`src/rtl/dmaseq_pkg.sv`:
```
package dmaseq_pkg;
  localparam int unsigned WORD_BYTES = 4;

  typedef enum logic [1:0] {
    PH_IDLE = 2'd0,
    PH_LOW  = 2'd1,
    PH_HIGH = 2'd2
  } phase_e;
endpackage

```
`src/rtl/dmaseq_wordcnt.sv`:
```
module dmaseq_wordcnt #(
  parameter int unsigned CNT_W = 12
) (
  input  logic             clk,
  input  logic             rst_n,
  input  logic             ld_i,
  input  logic [CNT_W-1:0] cfg_wc_i,
  input  logic             reload_i,
  input  logic             dec_i,
  output logic [CNT_W-1:0] wc_o,
  output logic [CNT_W-1:0] rem_o,
  output logic             zero_o
);
  logic [CNT_W-1:0] wc_q, rem_q;

  always_ff @(posedge clk or negedge rst_n) begin
    if (!rst_n) begin
      wc_q  <= '0;
      rem_q <= '0;
    end else if (ld_i) begin
      wc_q  <= cfg_wc_i;
      rem_q <= cfg_wc_i;
    end else if (reload_i) begin
      rem_q <= wc_q;
    end else if (dec_i) begin
      rem_q <= rem_q - 1'b1;
    end
  end

  assign wc_o   = wc_q;
  assign rem_o  = rem_q;
  assign zero_o = (rem_q == '0);
endmodule

```
`src/rtl/dmaseq_ptrs.sv`:
```
module dmaseq_ptrs #(
  parameter int unsigned AW         = 32,
  parameter int unsigned WORD_BYTES = 4
) (
  input  logic          clk,
  input  logic          rst_n,
  input  logic          we_i,
  input  logic [AW-1:0] mem_i,
  input  logic [AW-1:0] per_i,
  input  logic          ld_i,
  input  logic          rl_i,
  input  logic          step_i,
  output logic [AW-1:0] mem_o,
  output logic [AW-1:0] per_o
);
  localparam int unsigned NPTR = 2;

  logic [AW-1:0] wr_val [NPTR];
  logic [AW-1:0] act    [NPTR];

  assign wr_val[0] = mem_i;
  assign wr_val[1] = per_i;

  for (genvar g = 0; g < NPTR; g++) begin : g_ptr
    localparam logic [AW-1:0] STEP = (g == 0) ? AW'(WORD_BYTES) : '0;
    logic [AW-1:0] shadow_q, act_q;

    always_ff @(posedge clk or negedge rst_n) begin
      if (!rst_n) begin
        shadow_q <= '0;
      end else if (we_i) begin
        shadow_q <= wr_val[g];
      end
    end

    always_ff @(posedge clk or negedge rst_n) begin
      if (!rst_n) begin
        act_q <= '0;
      end else if (ld_i || rl_i) begin
        act_q <= shadow_q;
      end else if (step_i) begin
        act_q <= act_q + STEP;
      end
    end

    assign act[g] = act_q;
  end

  assign mem_o = act[0];
  assign per_o = act[1];
endmodule

```
`src/rtl/dmaseq_ctrl.sv`:
```
module dmaseq_ctrl
  import dmaseq_pkg::*;
#(
  parameter int unsigned CNT_W   = 12,
  parameter int unsigned BYTES_W = CNT_W + 4
) (
  input  logic               clk,
  input  logic               rst_n,
  input  logic               start_i,
  input  logic               stop_i,
  input  logic               cfg_once_i,
  input  logic               cfg_dir_i,
  input  logic               cfg_flow_i,
  input  logic               cfg_hold_i,
  input  logic               per_req_i,
  input  logic               mv_ready_i,
  input  logic               rem_zero_i,
  input  logic [CNT_W-1:0]   wc_i,
  output logic               busy_o,
  output logic               mv_valid_o,
  output logic               once_o,
  output logic               dir_o,
  output logic               pend_o,
  output logic               ld_o,
  output logic               rl_cnt_o,
  output logic               dec_o,
  output logic               buf_rl_o,
  output logic               step_o,
  output logic               ping_o,
  output logic               evt_eoc_o,
  output logic               evt_half_o,
  output logic               evt_full_o,
  output logic [BYTES_W-1:0] seg_bytes_o
);
  localparam int unsigned SH = $clog2(WORD_BYTES);

  phase_e phase_q;
  logic once_q, dir_q, pend_q, pp_q;
  logic eoc_q, half_q, full_q;
  logic [BYTES_W-1:0] seg_q;
  logic busy, go, offer, valid, hs, last;
  logic [BYTES_W-1:0] words, half_bytes, full_bytes;

  assign busy  = (phase_q != PH_IDLE);
  assign go    = start_i & ~busy;
  assign offer = ~cfg_hold_i & (~cfg_flow_i | per_req_i);
  assign valid = busy & ~stop_i & (pend_q | offer);
  assign hs    = valid & mv_ready_i;
  assign last  = hs & rem_zero_i;

  assign words      = {{(BYTES_W-CNT_W){1'b0}}, wc_i} + BYTES_W'(1);
  assign half_bytes = words << SH;
  assign full_bytes = words << (SH + 1);

  always_ff @(posedge clk or negedge rst_n) begin
    if (!rst_n) begin
      phase_q <= PH_IDLE;
      once_q  <= 1'b0;
      dir_q   <= 1'b0;
      pend_q  <= 1'b0;
      pp_q    <= 1'b0;
      eoc_q   <= 1'b0;
      half_q  <= 1'b0;
      full_q  <= 1'b0;
      seg_q   <= '0;
    end else begin
      eoc_q  <= 1'b0;
      half_q <= 1'b0;
      full_q <= 1'b0;
      if (go) begin
        phase_q <= PH_LOW;
        once_q  <= cfg_once_i;
        dir_q   <= cfg_dir_i;
        pend_q  <= 1'b0;
        pp_q    <= 1'b0;
      end else if (busy && stop_i) begin
        phase_q <= PH_IDLE;
        pend_q  <= 1'b0;
      end else if (busy) begin
        pend_q <= valid & ~mv_ready_i;
        if (last) begin
          eoc_q <= 1'b1;
          pp_q  <= ~pp_q;
          if (once_q) begin
            phase_q <= PH_IDLE;
            seg_q   <= half_bytes;
          end else if (phase_q == PH_LOW) begin
            phase_q <= PH_HIGH;
            half_q  <= 1'b1;
            seg_q   <= half_bytes;
          end else begin
            phase_q <= PH_LOW;
            full_q  <= 1'b1;
            seg_q   <= full_bytes;
          end
        end
      end
    end
  end

  assign busy_o      = busy;
  assign mv_valid_o  = valid;
  assign once_o      = once_q;
  assign dir_o       = dir_q;
  assign pend_o      = pend_q;
  assign ld_o        = go;
  assign rl_cnt_o    = last & ~once_q;
  assign dec_o       = hs & ~rem_zero_i;
  assign buf_rl_o    = last & ~once_q & (phase_q == PH_HIGH);
  assign step_o      = hs & ~buf_rl_o;
  assign ping_o      = pp_q ^ dir_q;
  assign evt_eoc_o   = eoc_q;
  assign evt_half_o  = half_q;
  assign evt_full_o  = full_q;
  assign seg_bytes_o = seg_q;
endmodule

```
`src/rtl/dmaseq_top.sv`:
```
module dmaseq_top #(
  parameter int unsigned CNT_W = 12,
  parameter int unsigned AW    = 32
) (
  input  logic               clk,
  input  logic               rst_n,
  input  logic               start_i,
  input  logic               stop_i,
  input  logic               cfg_once_i,
  input  logic               cfg_dir_i,
  input  logic               cfg_flow_i,
  input  logic               cfg_hold_i,
  input  logic [CNT_W-1:0]   cfg_wcount_i,
  input  logic               ptr_we_i,
  input  logic [AW-1:0]      ptr_mem_i,
  input  logic [AW-1:0]      ptr_per_i,
  input  logic               per_req_i,
  output logic               mv_valid_o,
  input  logic               mv_ready_i,
  output logic [AW-1:0]      mv_mem_addr_o,
  output logic [AW-1:0]      mv_per_addr_o,
  output logic               mv_dir_o,
  output logic               busy_o,
  output logic [CNT_W-1:0]   rem_count_o,
  output logic               ping_o,
  output logic               evt_eoc_o,
  output logic               evt_half_o,
  output logic               evt_full_o,
  output logic [CNT_W+3:0]   seg_bytes_o
);
  localparam int unsigned BYTES_W = CNT_W + 4;

  logic             rem_zero, once_w, pend_w;
  logic             ld, rl_cnt, dec, buf_rl, step;
  logic [CNT_W-1:0] wc_w;

  dmaseq_ctrl #(.CNT_W(CNT_W), .BYTES_W(BYTES_W)) u_ctrl (
    .clk         (clk),
    .rst_n       (rst_n),
    .start_i     (start_i),
    .stop_i      (stop_i),
    .cfg_once_i  (cfg_once_i),
    .cfg_dir_i   (cfg_dir_i),
    .cfg_flow_i  (cfg_flow_i),
    .cfg_hold_i  (cfg_hold_i),
    .per_req_i   (per_req_i),
    .mv_ready_i  (mv_ready_i),
    .rem_zero_i  (rem_zero),
    .wc_i        (wc_w),
    .busy_o      (busy_o),
    .mv_valid_o  (mv_valid_o),
    .once_o      (once_w),
    .dir_o       (mv_dir_o),
    .pend_o      (pend_w),
    .ld_o        (ld),
    .rl_cnt_o    (rl_cnt),
    .dec_o       (dec),
    .buf_rl_o    (buf_rl),
    .step_o      (step),
    .ping_o      (ping_o),
    .evt_eoc_o   (evt_eoc_o),
    .evt_half_o  (evt_half_o),
    .evt_full_o  (evt_full_o),
    .seg_bytes_o (seg_bytes_o)
  );

  dmaseq_wordcnt #(.CNT_W(CNT_W)) u_cnt (
    .clk      (clk),
    .rst_n    (rst_n),
    .ld_i     (ld),
    .cfg_wc_i (cfg_wcount_i),
    .reload_i (rl_cnt),
    .dec_i    (dec),
    .wc_o     (wc_w),
    .rem_o    (rem_count_o),
    .zero_o   (rem_zero)
  );

  dmaseq_ptrs #(.AW(AW), .WORD_BYTES(dmaseq_pkg::WORD_BYTES)) u_ptrs (
    .clk    (clk),
    .rst_n  (rst_n),
    .we_i   (ptr_we_i),
    .mem_i  (ptr_mem_i),
    .per_i  (ptr_per_i),
    .ld_i   (ld),
    .rl_i   (buf_rl),
    .step_i (step),
    .mem_o  (mv_mem_addr_o),
    .per_o  (mv_per_addr_o)
  );
endmodule

```
`config.mk`:
```
export PLATFORM = sky130hd
export DESIGN_NAME = dmaseq_top
export DESIGN_NICKNAME = d
export VERILOG_FILES = /design/src/rtl/dmaseq_pkg.sv /design/src/rtl/dmaseq_wordcnt.sv /design/src/rtl/dmaseq_ptrs.sv /design/src/rtl/dmaseq_ctrl.sv /design/src/rtl/dmaseq_top.sv
export SDC_FILE = /design/constraint.sdc
export NUM_CORES = 1
export LEC_CHECK = 0
export BUFFER_PORTS_ARGS = -buffer_cell sky130_fd_sc_hd__buf_2
export CORE_MARGIN = 2
export CORE_UTILIZATION = 58
export CTS_CLUSTER_SIZE = 8
export DETAILED_ROUTE_END_ITERATION = 12
export MAX_ROUTING_LAYER = met4
export PLACE_DENSITY_LB_ADDON = 0.2
export SETUP_SLACK_MARGIN = 0.3
export SYNTH_ARGS = -nofsm -noshare
export SYNTH_HDL_FRONTEND = slang
export SYNTH_SLANG_ARGS = --single-unit
```
`constraint.sdc`:
```
create_clock -name clk -period 6.5 [get_ports clk]
set_input_delay 0.325 -clock clk [delete_from_list [all_inputs] [get_ports clk]]
set_output_delay 0.325 -clock clk [all_outputs]
set_load 0.01 [all_outputs]
```
==> impl_results.md <==
- Status: finished, violations left
- Failing checks: negative hold slack
- Area occupied by multi-input gates: 0.00342 sq mm
- Hold Path Class: primary input to asynchronous set/reset pin
- Nets@finish: 970
- GPL Wtd Cong: a little under 1
- Iter 0 DRT Violations: 540
- R2R cell count: 6
- Pre-CTS setup slack: 3.11 ns
- Worst Setup EP: u_ctrl.seg_bytes_o[14]
- Crit. Startpoint: u_ctrl.phase_q[0]
- Clk slew on worst S/H paths: roughly 0.060 ns
- Int Pwr: 2.28 mW
- # resized after CTS: 0
- YS warnings: 0
- Largest cells by area after synthesis: dfrtp_1 54%, mux2_2 9.5%, mux2_4 5.6%
- Die W: 122 um
- I/O pin count: 186
- PnR worst setup slack: 3.06 ns
- Layout cells sized above 1: 0.364
- Drt drc: 0
- Placed Area: ~0.0090 sq mm
- Number of synthesized flops with an enable pin: 0
- Crit share post-route: 0.530
- Gate count after technology mapping: slightly above 700
- Main synth FF type: dfrtp_1
- Max-slew violations: 0
- Setup CP Type: flop to flop
- Yosys top cell area share: 0.542
- Net Sw Frac: 0.291
- Num CTS Buffers: 17
- Via Count: 5970
- DRT antenna net count: 0
- Worst path arrival time: between 3 and 4 ns
- Post-layout min period: 3.44 ns
- Fillers: approximately 1100
- CP startpoint kind: flop
- Max Freq: 291 MHz
- Initial antenna violation count: 0
- Element type at the critical path end: flop
- Vias per cell: 5.57
- Number of global-route vias before repair: 5940
- Unrepaired setup endpoints after global routing: false
- Rel. slew slack: 0.321
- Cell variety after synth: 52
- Peak supply drop: 260 uV
- Sequential share of power: 0.452
- PwrDens: roughly 330 mW/mm^2
- Synth async-reset ratio: 1.00
- Die Height: 122 um
- Fin area: between 0.009 and 0.01 sq mm
- Part of the power in the clock network: 0.341
- Hold buffer count at cts: 0
- Std-Cell Rows: 43
- CTS tree: yes
- Initial Util: 0.589
- H-tree levels: 4
- Reg-to-reg endpoint: u_ctrl.seg_bytes_o[14]
- First-pass GRT wire length: 29.8 mm
- Post-Syn Area: 0.00808 sq mm
- Setup tns final: 0 ns
- Final WL: about 19 mm
- Avg Cell Area, Syn: ~11 sq um
- Required @ worst endpoint: 6.80 ns
- Setup bufs post-CTS: 0
- CTS Root Cell: clkbuf_16
- Final setup violating endpoints: 0
- Seq/Total Area, Yosys: 0.542
- Part of the power in combinational logic: 0.207
- Switching power: 0.936 mW
- Leak: 4.44 nW
- Die area: roughly 0.015 sq mm
- Port-buffer cells: 183
- Max FO, Critical Path: 31
- Yosys top cell by area: dfrtp_1
- Clk_lat worst skew: 0.42 ns
- Clock sink count: about 180
- Clock skew: 0.00834 ns
- Measured slew at the worst slew-check pin: slightly above 1 ns
- FF+latch area: 0.00438 sq mm
- MaxCap Viol Count: 0
- Synth Register Bits: 175
- CORE AREA: 0.0137 sq mm
- Gr ovfl total: 0
- Worst r2r src: u_ctrl.phase_q[0]
- TritonRoute pass-1 iters: 5
- Final hold violations: 5
- FF-to-FF setup slack: 3.06 ns
- Layout area overhead: 19.5%
- Detailed placer's ending HPWL: 12.9 mm
- GR Util All Layers: 0.267
- Pin count of the biggest net entering global routing: 95
- CTS Buffer Depth: 2
- Routed len/inst: 17.3 um
- Fin Hold WS: -0.00875 ns
[power by group through the flow]
stage | Clock, mW | Sequential, mW | Combinational, mW
6_report | 1.10 | 1.46 | 0.666
5_1_grt | 1.17 | 1.48 | 0.734
3_5_place_dp | 0 | 1.47 | 0.669
4_1_cts | 1.12 | 1.45 | 0.673
3_3_place_gp | 0 | 1.45 | 0.654
2_1_floorplan | 0 | 1.47 | 0.392
[state kept, by name, summed over array words and instances, names as in the netlist]
signal	count
u_ptrs.g_ptr.shadow_q	64
u_ptrs.mem_o	32
u_ptrs.per_o	32
u_ctrl.seg_bytes_o	14
u_cnt.rem_o	12
u_cnt.wc_o	12
u_ctrl.phase_q	2
u_ctrl.dir_o	1
u_ctrl.evt_eoc_o	1
u_ctrl.evt_full_o	1
u_ctrl.evt_half_o	1
u_ctrl.once_o	1
u_ctrl.pend_o	1
u_ctrl.pp_q	1
[final cells by class]
cell class                      count  share of cell area
Sequential cell                   175               0.454
Clock buffer                       22              0.0502
Clock inverter                      9              0.0161
Timing Repair Buffer              186              0.0978
Multi-Input combinational cell    488               0.354
Antenna cell                        1            0.000259
Inverter                           11             0.00428
Tap cell                          180              0.0233
[cell families (layout without fill, tap and decap cells)]
| family | count (synthesis) | in the layout | synth area share |
|---|---|---|---|
| AOI/OAI and AO/OA | 111 | 111 | 0.0810 |
| xor gates and xnor gates | 39 | 39 | 0.0423 |
| adders and majority gates | 4 | 4 | 0.00620 |
| buffers and inverters | 50 | 228 | 0.0353 |
| DFF | 175 | 175 | 0.542 |
| muxes | 107 | 107 | 0.162 |
| other | 1 | 3 | 0.000464 |
| and+or+nand+nor | 225 | 225 | 0.130 |
[placed cells by master (no fill, tap or decap), types with 3 or more instances in the layout]
cell         n
buf_2      182
and2_1       3
clkbuf_16   17
nor3_1      19
nand2_1    100
mux2_1       4
a21oi_1     18
bufinv_16    4
and3_1       6
a31oi_1      3
mux2i_1      5
ha_1         4
nor4_1       5
a21o_1       3
inv_1       11
xnor2_1     26
mux2_4      30
nand3b_1     3
o21ai_0     61
o211ai_1     4
and4_1       3
xor2_1      13
nor2_1      38
buf_4        3
a211oi_1     4
o31ai_1      4
nand3_1     23
dfrtp_1    175
mux2_2      68
clkbuf_8     4
nand4_1     12
[per-stage QoR]
stage           util  power, mW  std cells  hold WS, ns
2_1_floorplan      -       1.87        713       0.0294
3_3_place_gp   0.657       2.11       1040        0.456
3_5_place_dp   0.657       2.14       1040        0.463
4_1_cts        0.704       3.24       1071       0.0234
5_1_grt        0.704       3.38       1071       0.0516
6_report       0.704       3.22       1072     -0.00875
[synthesized netlist by cell type, types with 3 or more instances]
| cell type | number |
|---|---|
| a211oi_1 | 4 |
| a21o_1 | 3 |
| a21oi_1 | 18 |
| a31oi_1 | 3 |
| and2_1 | 3 |
| and3_1 | 6 |
| and4_1 | 3 |
| buf_12 | 3 |
| buf_4 | 6 |
| buf_6 | 3 |
| clkbuf_1 | 24 |
| dfrtp_1 | 175 |
| ha_1 | 4 |
| inv_1 | 11 |
| mux2_1 | 4 |
| mux2_2 | 68 |
| mux2_4 | 30 |
| mux2i_1 | 5 |
| nand2_1 | 100 |
| nand3_1 | 23 |
| nand3b_1 | 3 |
| nand4_1 | 12 |
| nor2_1 | 38 |
| nor3_1 | 19 |
| nor4_1 | 5 |
| o211ai_1 | 4 |
| o21ai_0 | 61 |
| o31ai_1 | 4 |
| xnor2_1 | 26 |
| xor2_1 | 13 |
[how the worst min path moves through the flow]
stage | startpoint | to | slack [ns] | cells past startpoint
2_1_floorplan | rst_n | u_cnt.rem_o[0] | 0.03 | 0
3_3_place_gp | rst_n | u_ptrs.mem_o[1] | 0.46 | 1
3_5_place_dp | u_ctrl.seg_bytes_o[8] | u_ctrl.seg_bytes_o[8] | 0.46 | 1
4_1_cts | rst_n | u_ptrs.g_ptr[1].shadow_q[29] | 0.02 | 1
5_1_grt | rst_n | u_ptrs.mem_o[1] | 0.05 | 1
6_report | rst_n | u_ptrs.mem_o[1] | -0.009 | 1
[worst max-delay path, stage by stage, from the launching register on]
cell and delay, ns:
dfrtp_1 0.45, nor2_1 0.17, or3b_4 0.44, nor2_1 0.78
nand2_1 0.82, inv_1 0.30, mux2_2 0.36
[layer usage]
| layer | wire (um) | global-route usage | share of wire |
|---|---|---|---|
| met5 | 0 | - | 0 |
| met4 | 267 | 0.0848 | 0.014 |
| met3 | 1230 | 0.0787 | 0.066 |
| met2 | 9290 | 0.419 | 0.50 |
| met1 | 7770 | 0.335 | 0.42 |
Power figures use the tool's default switching activity.
